`config.mk`:
```
export PLATFORM = sky130hd
export DESIGN_NAME = ddr_word_rebuild
export DESIGN_NICKNAME = d
export VERILOG_FILES = /design/src/rtl/ddr_rx_pkg.sv /design/src/rtl/ddr_phase_tracker.sv /design/src/rtl/ddr_lane_capture.sv /design/src/rtl/ddr_word_assembler.sv /design/src/rtl/ddr_word_rebuild.sv
export SDC_FILE = /design/constraint.sdc
export NUM_CORES = 1
export LEC_CHECK = 0
export BUFFER_PORTS_ARGS = -buffer_cell sky130_fd_sc_hd__buf_2
export CORE_ASPECT_RATIO = 0.5
export CORE_MARGIN = 3
export CORE_UTILIZATION = 45
export CTS_CLUSTER_SIZE = 16
export DETAILED_ROUTE_END_ITERATION = 7
export PLACE_DENSITY = 0.69
export SLEW_MARGIN = 20
export SYNTH_ARGS = -nofsm -noshare
export SYNTH_HDL_FRONTEND = slang
export SYNTH_HIERARCHICAL = 1
export SYNTH_SLANG_ARGS = --single-unit
```
`constraint.sdc`:
```
create_clock -name clk -period 3.2 [get_ports clk]
set_clock_uncertainty 0.05 [all_clocks]
set_input_delay 0.96 -clock clk [delete_from_list [all_inputs] [get_ports clk]]
set_output_delay 0.96 -clock clk [all_outputs]
set_load 0.02 [all_outputs]
```
`src/rtl/ddr_rx_pkg.sv`:
```
// Shared definitions for the DDR sample rebuilder.
// Assumes one sampling edge per output-clock half.
package ddr_rx_pkg;
    // Which half of the converter output clock an edge samples.
    typedef enum logic {
        HALF_LOW  = 1'b0,
        HALF_HIGH = 1'b1
    } half_e;

    // Word-opening state of the phase tracker.
    typedef enum logic {
        WAIT_LOW  = 1'b0,
        HAVE_LOW  = 1'b1
    } track_e;
endpackage

```
`src/rtl/ddr_phase_tracker.sv`:
```
// Tracks output-clock halves. It flags edges where the low half must be
// captured, and it fires when a high half completes a word opened by a
// low half. Assumes phase_hi is valid on every edge.
module ddr_phase_tracker
    import ddr_rx_pkg::*;
(
    input  logic clk,
    input  logic rst_n,
    input  logic phase_hi,
    output logic cap_low,
    output logic fire
);
    track_e state_q;
    half_e  half_now;

    assign half_now = half_e'(phase_hi);
    assign cap_low  = (half_now == HALF_LOW);
    assign fire     = (half_now == HALF_HIGH) && (state_q == HAVE_LOW);

    // Open a word on a low half; any high half closes or discards it.
    always_ff @(posedge clk) begin
        if (!rst_n) begin
            state_q <= WAIT_LOW;
        end else if (half_now == HALF_LOW) begin
            state_q <= HAVE_LOW;
        end else begin
            state_q <= WAIT_LOW;
        end
    end

    AST_FIRE_AFTER_LOW: assert property (@(posedge clk) disable iff (!rst_n)
        (fire && $past(rst_n)) |-> !$past(phase_hi));
endmodule

```
`src/rtl/ddr_lane_capture.sv`:
```
// Bank of per-lane registers that hold the value sampled in the low half.
// When several low halves come in a row, the last one overwrites the
// earlier values. Assumes cap_low is asserted only on low-half edges.
module ddr_lane_capture #(
    parameter int LANES = 7
) (
    input  logic             clk,
    input  logic             rst_n,
    input  logic             cap_low,
    input  logic [LANES-1:0] lanes_in,
    output logic [LANES-1:0] even_q
);
    for (genvar k = 0; k < LANES; k++) begin : g_lane
        // Hold lane k's even-bit value until the next low half.
        always_ff @(posedge clk) begin
            if (!rst_n) begin
                even_q[k] <= 1'b0;
            end else if (cap_low) begin
                even_q[k] <= lanes_in[k];
            end
        end
    end

    AST_EVEN_HELD: assert property (@(posedge clk) disable iff (!rst_n)
        (!$past(cap_low) && $past(rst_n)) |-> $stable(even_q));
endmodule

```
`src/rtl/ddr_word_assembler.sv`:
```
// Interleaves held even bits with the live odd bits into full words,
// splits the shared overflow lane into per-channel flags and registers
// everything under a one-cycle strobe. Assumes fire only on a closing
// high half.
module ddr_word_assembler #(
    parameter int LANES    = 7,
    parameter bit SWAP_OVF = 1'b0,
    localparam int WORD_W  = 2 * LANES
) (
    input  logic              clk,
    input  logic              rst_n,
    input  logic              fire,
    input  logic [LANES-1:0]  even_a,
    input  logic [LANES-1:0]  odd_a,
    input  logic [LANES-1:0]  even_b,
    input  logic [LANES-1:0]  odd_b,
    input  logic              ovf_even,
    input  logic              ovf_odd,
    output logic              out_valid,
    output logic [WORD_W-1:0] out_word_a,
    output logic [WORD_W-1:0] out_word_b,
    output logic              out_ovf_a,
    output logic              out_ovf_b
);
    logic [WORD_W-1:0] nxt_a;
    logic [WORD_W-1:0] nxt_b;
    logic              nxt_fa;
    logic              nxt_fb;

    for (genvar k = 0; k < LANES; k++) begin : g_mix
        assign nxt_a[2*k]     = even_a[k];
        assign nxt_a[2*k + 1] = odd_a[k];
        assign nxt_b[2*k]     = even_b[k];
        assign nxt_b[2*k + 1] = odd_b[k];
    end

    if (SWAP_OVF) begin : g_swap
        assign nxt_fa = ovf_odd;
        assign nxt_fb = ovf_even;
    end else begin : g_straight
        assign nxt_fa = ovf_even;
        assign nxt_fb = ovf_odd;
    end

    // Raise the strobe for one cycle per completed word.
    always_ff @(posedge clk) begin
        if (!rst_n) begin
            out_valid <= 1'b0;
        end else begin
            out_valid <= fire;
        end
    end

    // Load the sample pair and flags when a word completes, else hold.
    always_ff @(posedge clk) begin
        if (!rst_n) begin
            out_word_a <= '0;
            out_word_b <= '0;
            out_ovf_a  <= 1'b0;
            out_ovf_b  <= 1'b0;
        end else if (fire) begin
            out_word_a <= nxt_a;
            out_word_b <= nxt_b;
            out_ovf_a  <= nxt_fa;
            out_ovf_b  <= nxt_fb;
        end
    end

    AST_VALID_ONE_SHOT: assert property (@(posedge clk) disable iff (!rst_n)
        out_valid |=> !out_valid);
    AST_HOLD_OUTPUTS: assert property (@(posedge clk) disable iff (!rst_n)
        (!out_valid && $past(rst_n)) |->
            ($stable(out_word_a) && $stable(out_word_b)
             && $stable(out_ovf_a) && $stable(out_ovf_b)));
    AST_FLAG_SPLIT: assert property (@(posedge clk) disable iff (!rst_n)
        (out_valid && $past(rst_n))
            |-> ((SWAP_OVF ? out_ovf_b : out_ovf_a) == $past(ovf_even)
              && (SWAP_OVF ? out_ovf_a : out_ovf_b) == $past(ovf_odd)));
endmodule

```
`src/rtl/ddr_word_rebuild.sv`:
```
// Top of the DDR sample rebuilder. One tracker decides the halves; capture
// banks hold the low-half values of both channels and the overflow lane;
// the assembler produces the strobed sample pair.
// Assumes clk runs at twice the output-clock rate with mid-phase edges.
module ddr_word_rebuild #(
    parameter int LANES    = 7,
    parameter bit SWAP_OVF = 1'b0,
    localparam int WORD_W  = 2 * LANES
) (
    input  logic              clk,
    input  logic              rst_n,
    input  logic              phase_hi,
    input  logic [LANES-1:0]  lane_a,
    input  logic [LANES-1:0]  lane_b,
    input  logic              ovf_lane,
    output logic              out_valid,
    output logic [WORD_W-1:0] out_word_a,
    output logic [WORD_W-1:0] out_word_b,
    output logic              out_ovf_a,
    output logic              out_ovf_b
);
    logic             cap_low;
    logic             fire;
    logic [LANES-1:0] even_a;
    logic [LANES-1:0] even_b;
    logic             ovf_even;

    ddr_phase_tracker u_track (
        .clk      (clk),
        .rst_n    (rst_n),
        .phase_hi (phase_hi),
        .cap_low  (cap_low),
        .fire     (fire)
    );

    ddr_lane_capture #(.LANES(LANES)) u_cap_a (
        .clk(clk), .rst_n(rst_n), .cap_low(cap_low),
        .lanes_in(lane_a), .even_q(even_a)
    );

    ddr_lane_capture #(.LANES(LANES)) u_cap_b (
        .clk(clk), .rst_n(rst_n), .cap_low(cap_low),
        .lanes_in(lane_b), .even_q(even_b)
    );

    ddr_lane_capture #(.LANES(1)) u_cap_ovf (
        .clk(clk), .rst_n(rst_n), .cap_low(cap_low),
        .lanes_in(ovf_lane), .even_q(ovf_even)
    );

    ddr_word_assembler #(.LANES(LANES), .SWAP_OVF(SWAP_OVF)) u_asm (
        .clk        (clk),
        .rst_n      (rst_n),
        .fire       (fire),
        .even_a     (even_a),
        .odd_a      (lane_a),
        .even_b     (even_b),
        .odd_b      (lane_b),
        .ovf_even   (ovf_even),
        .ovf_odd    (ovf_lane),
        .out_valid  (out_valid),
        .out_word_a (out_word_a),
        .out_word_b (out_word_b),
        .out_ovf_a  (out_ovf_a),
        .out_ovf_b  (out_ovf_b)
    );

    AST_STROBE_NEEDS_HIGH: assert property (@(posedge clk) disable iff (!rst_n)
        (out_valid && $past(rst_n)) |-> $past(phase_hi));

    for (genvar k = 0; k < LANES; k++) begin : g_chk
        AST_ODD_BIT: assert property (@(posedge clk) disable iff (!rst_n)
            (out_valid && $past(rst_n))
                |-> (out_word_a[2*k+1] == $past(lane_a[k])
                  && out_word_b[2*k+1] == $past(lane_b[k])));
        AST_EVEN_BIT: assert property (@(posedge clk) disable iff (!rst_n)
            (out_valid && $past(rst_n, 2))
                |-> (out_word_a[2*k] == $past(lane_a[k], 2)
                  && out_word_b[2*k] == $past(lane_b[k], 2)));
    end
endmodule

```
==> flow_metrics.tcl <==
set metrics [dict create \
    place_congestion 0.663 \
    dp_hpwl_um 2060 \
    yosysWarnings 6 \
    final_cell_mix "48 x buf_2, 47 x dfxtp_1, 46 x nor2b_1" \
    final_common_cell "buf_2" \
    p_per_area_nw_per_um2 519 \
    critical_path.slowest_cell "and2_2" \
    ys_types 8 \
    fin_nets 216 \
    max_freq_mhz 496 \
    n_antenna_cell 0 \
    syn_nets 168 \
    cts_setup_buffers 0 \
    cts.path.max_buffers 2 \
    setup_viol 0 \
    internal-power_uw 851 \
    crit_path_max_fanout 20 \
    seq_area_frac_synth_pct 52.3 \
    num_rows 15 \
    wirelength_um 3100 \
    avgSynthCellArea_sq_um 12.0 \
    cts.clk_slew.worst_paths_ns 0.09 \
    maxSlewViolCount 0 \
    rsz0062_at_grt "false" \
    synthCells 150 \
    stdcell_count 250 \
    antenna_found_initial 0 \
    first_pass_iters 4 \
    core_area_sq_um 3620 \
    sw_frac_of_total_pct 22.7 \
    vdd_ir_drop_max_mv 0.179 \
    die_h_um 50.7 \
    hold_path.class "reg -> reg" \
    path_class "in -> reg" \
    crit_buf_inv 2 \
    r2r-start "u_track/state_q" \
    fp.dieW_um 95.5 \
    cts_root_buf "clkbuf_8" \
    die_area_sq_um 4840 \
    arrival_ns 2.15 \
    finalHoldViolCount 0 \
    power_frac_clock_pct 34.9 \
    fin_setup_tns_ns 0 \
    track_usage_pct 13.6 \
    preCtsSetupSlack_ns 0.870 \
    critical_path.top_delay_family "simple AND/OR/NAND/NOR gates" \
    timing.final.crit_share_pct 63.0 \
    min_to "u_asm/out_word_a[4]" \
    crit_required_ns 3.33 \
    start_util_pct 49.7 \
    ant_nets 0 \
    h-tree-depth 2 \
    first_global_vias 1081 \
    slew_headroom_pct 45.8 \
    reg2reg_depth 4 \
    drtIter0Drc 47 \
    clock_sinks 47 \
    gr-total-overflow 0 \
    cts_inserted_buffers 5 \
    fin_crit_ns 2.02 \
    cts_hold_buf 0 \
    port_buffers 48 \
    clkLatencyLatePin_ns 0.29 \
    drive_gt1_share_pct 29.6 \
    via_count 1111 \
    worst_pin_slew_ns 0.812 \
    io_pins 49 \
    fill_cells 330 \
    cp-end-kind "flop" \
    cap_violations 0 \
    p_switching_uw 250 \
    post_cts_resized 0 \
    whs_path_depth 2 \
    hold_path.startpoint "u_cap_a/even_q[2]" \
    grt_max_degree 48 \
    ys_ff_latch 47 \
    grt_first_pass_wirelength_um 4970 \
    worst_slack_ns 1.18 \
    post-route-drc-count 0 \
    wire_per_inst_um 12.4 \
    syn-cell-area_sq_um 1800 \
    tritoncts "yes" \
    fin_area_sq_um 2120 \
    start_kind "input port" \
    path_cells "buf_2, and2_2, buf_4, mux2i_1, nor2b_1" \
    vias_per_cell 4.44 \
    p_comb_share_pct 9.1 \
    place_area_sq_um 2020 \
    r2r_slack_ns 1.65 \
    area_growth_syn_to_layout_pct 17.7 \
    power_frac_seq_pct 56.0 \
    dp_cells 242 \
    cellLeakagePower_nw 0.915 \
    max_stage_delay_ns 0.54 \
    status "complete, no violations" \
    r2r-end "u_asm/out_word_a[5]" \
]
-- kinds of logic after synthesis --
| family | count (synthesis) | synth area share, % |
|---|---|---|
| multiplexers | 45 | 25.0 |
| AND/OR/NAND/NOR | 48 | 16.7 |
| flip-flops | 47 | 52.3 |
| buffers and inverters | 10 | 6.05 |
-- flip-flops by register name, summed over array words and instances (netlist names) --
name	cells
u_asm/out_ovf_a	1
u_asm/out_ovf_b	1
u_asm/out_valid	1
u_asm/out_word_a	14
u_asm/out_word_b	14
u_cap_a/even_q	7
u_cap_b/even_q	7
u_cap_ovf/even_q	1
u_track/state_q	1
-- through the flow --
| step | hold WS [ns] | utilization [%] | power (mW) |
|---|---|---|---|
| 6_report | 0.465 | 58.5 | 1.10 |
| 5_1_grt | 0.492 | 58.5 | 1.15 |
| 4_1_cts | 0.472 | 58.5 | 1.11 |
| 3_5_place_dp | 0.453 | 55.6 | 0.731 |
| 3_3_place_gp | 0.446 | 55.6 | 0.730 |
| 2_1_floorplan | 0.432 | - | 0.705 |
-- worst min-delay path: cells and delay by family (launching register included) --
family / cells / cell delay, ns
DFF: 1 / 0.33
muxes: 1 / 0.07
and+or+nand+nor: 1 / 0.09
-- worst max-delay path by stage --
stage | from | to | slack (ns) | cells after the start
global route | phase_hi | u_asm/out_word_a[5] | 1.07 | 5
CTS | phase_hi | u_asm/out_word_a[5] | 1.18 | 5
detailed placement | phase_hi | u_asm/out_word_a[5] | 0.87 | 5
global placement | phase_hi | u_asm/out_word_b[8] | 0.90 | 5
finish | phase_hi | u_asm/out_word_a[5] | 1.18 | 5
floorplan | phase_hi | u_asm/out_ovf_b | 1.47 | 5
-- layer usage --
metal / vias up / GRT usage [%] / share of wire (%)
met5: - / 0 / 0
met4: 0 / 4.95 / 0.68
met3: 2 / 4.94 / 6.3
met2: 29 / 20.0 / 41
met1: 498 / 18.3 / 52
li1: 582 / - / -
-- synthesized netlist by cell type --
| master | count | area share (%) |
|---|---|---|
| and2_1 | 2 | 0.69 |
| buf_12 | 3 | 3.3 |
| buf_6 | 3 | 1.9 |
| clkbuf_1 | 3 | 0.63 |
| dfxtp_1 | 47 | 52 |
| inv_1 | 1 | 0.21 |
| mux2i_1 | 45 | 25 |
| nor2b_1 | 46 | 16 |
-- final cells by class --
cell class              count  area, sq um  share of cell area, %
clock buffers               7         96.3                   4.55
clock inverters             1         7.51                  0.354
inverters                   1         3.75                  0.177
multi-input cells          93          752                   35.5
flip-flops and latches     47          941                   44.4
well taps                  51         63.8                   3.01
repair buffers             50          255                   12.0
-- power groups by stage --
| stage | clock network, mW | logic, mW | registers (mW) |
|---|---|---|---|
| floorplan | 0 | 0.0643 | 0.640 |
| global placement | 0 | 0.0997 | 0.630 |
| detailed placement | 0 | 0.101 | 0.630 |
| CTS | 0.397 | 0.101 | 0.617 |
| global route | 0.416 | 0.110 | 0.620 |
| finish | 0.384 | 0.0998 | 0.617 |
No activity file was read; power rests on OpenSTA's default activity.
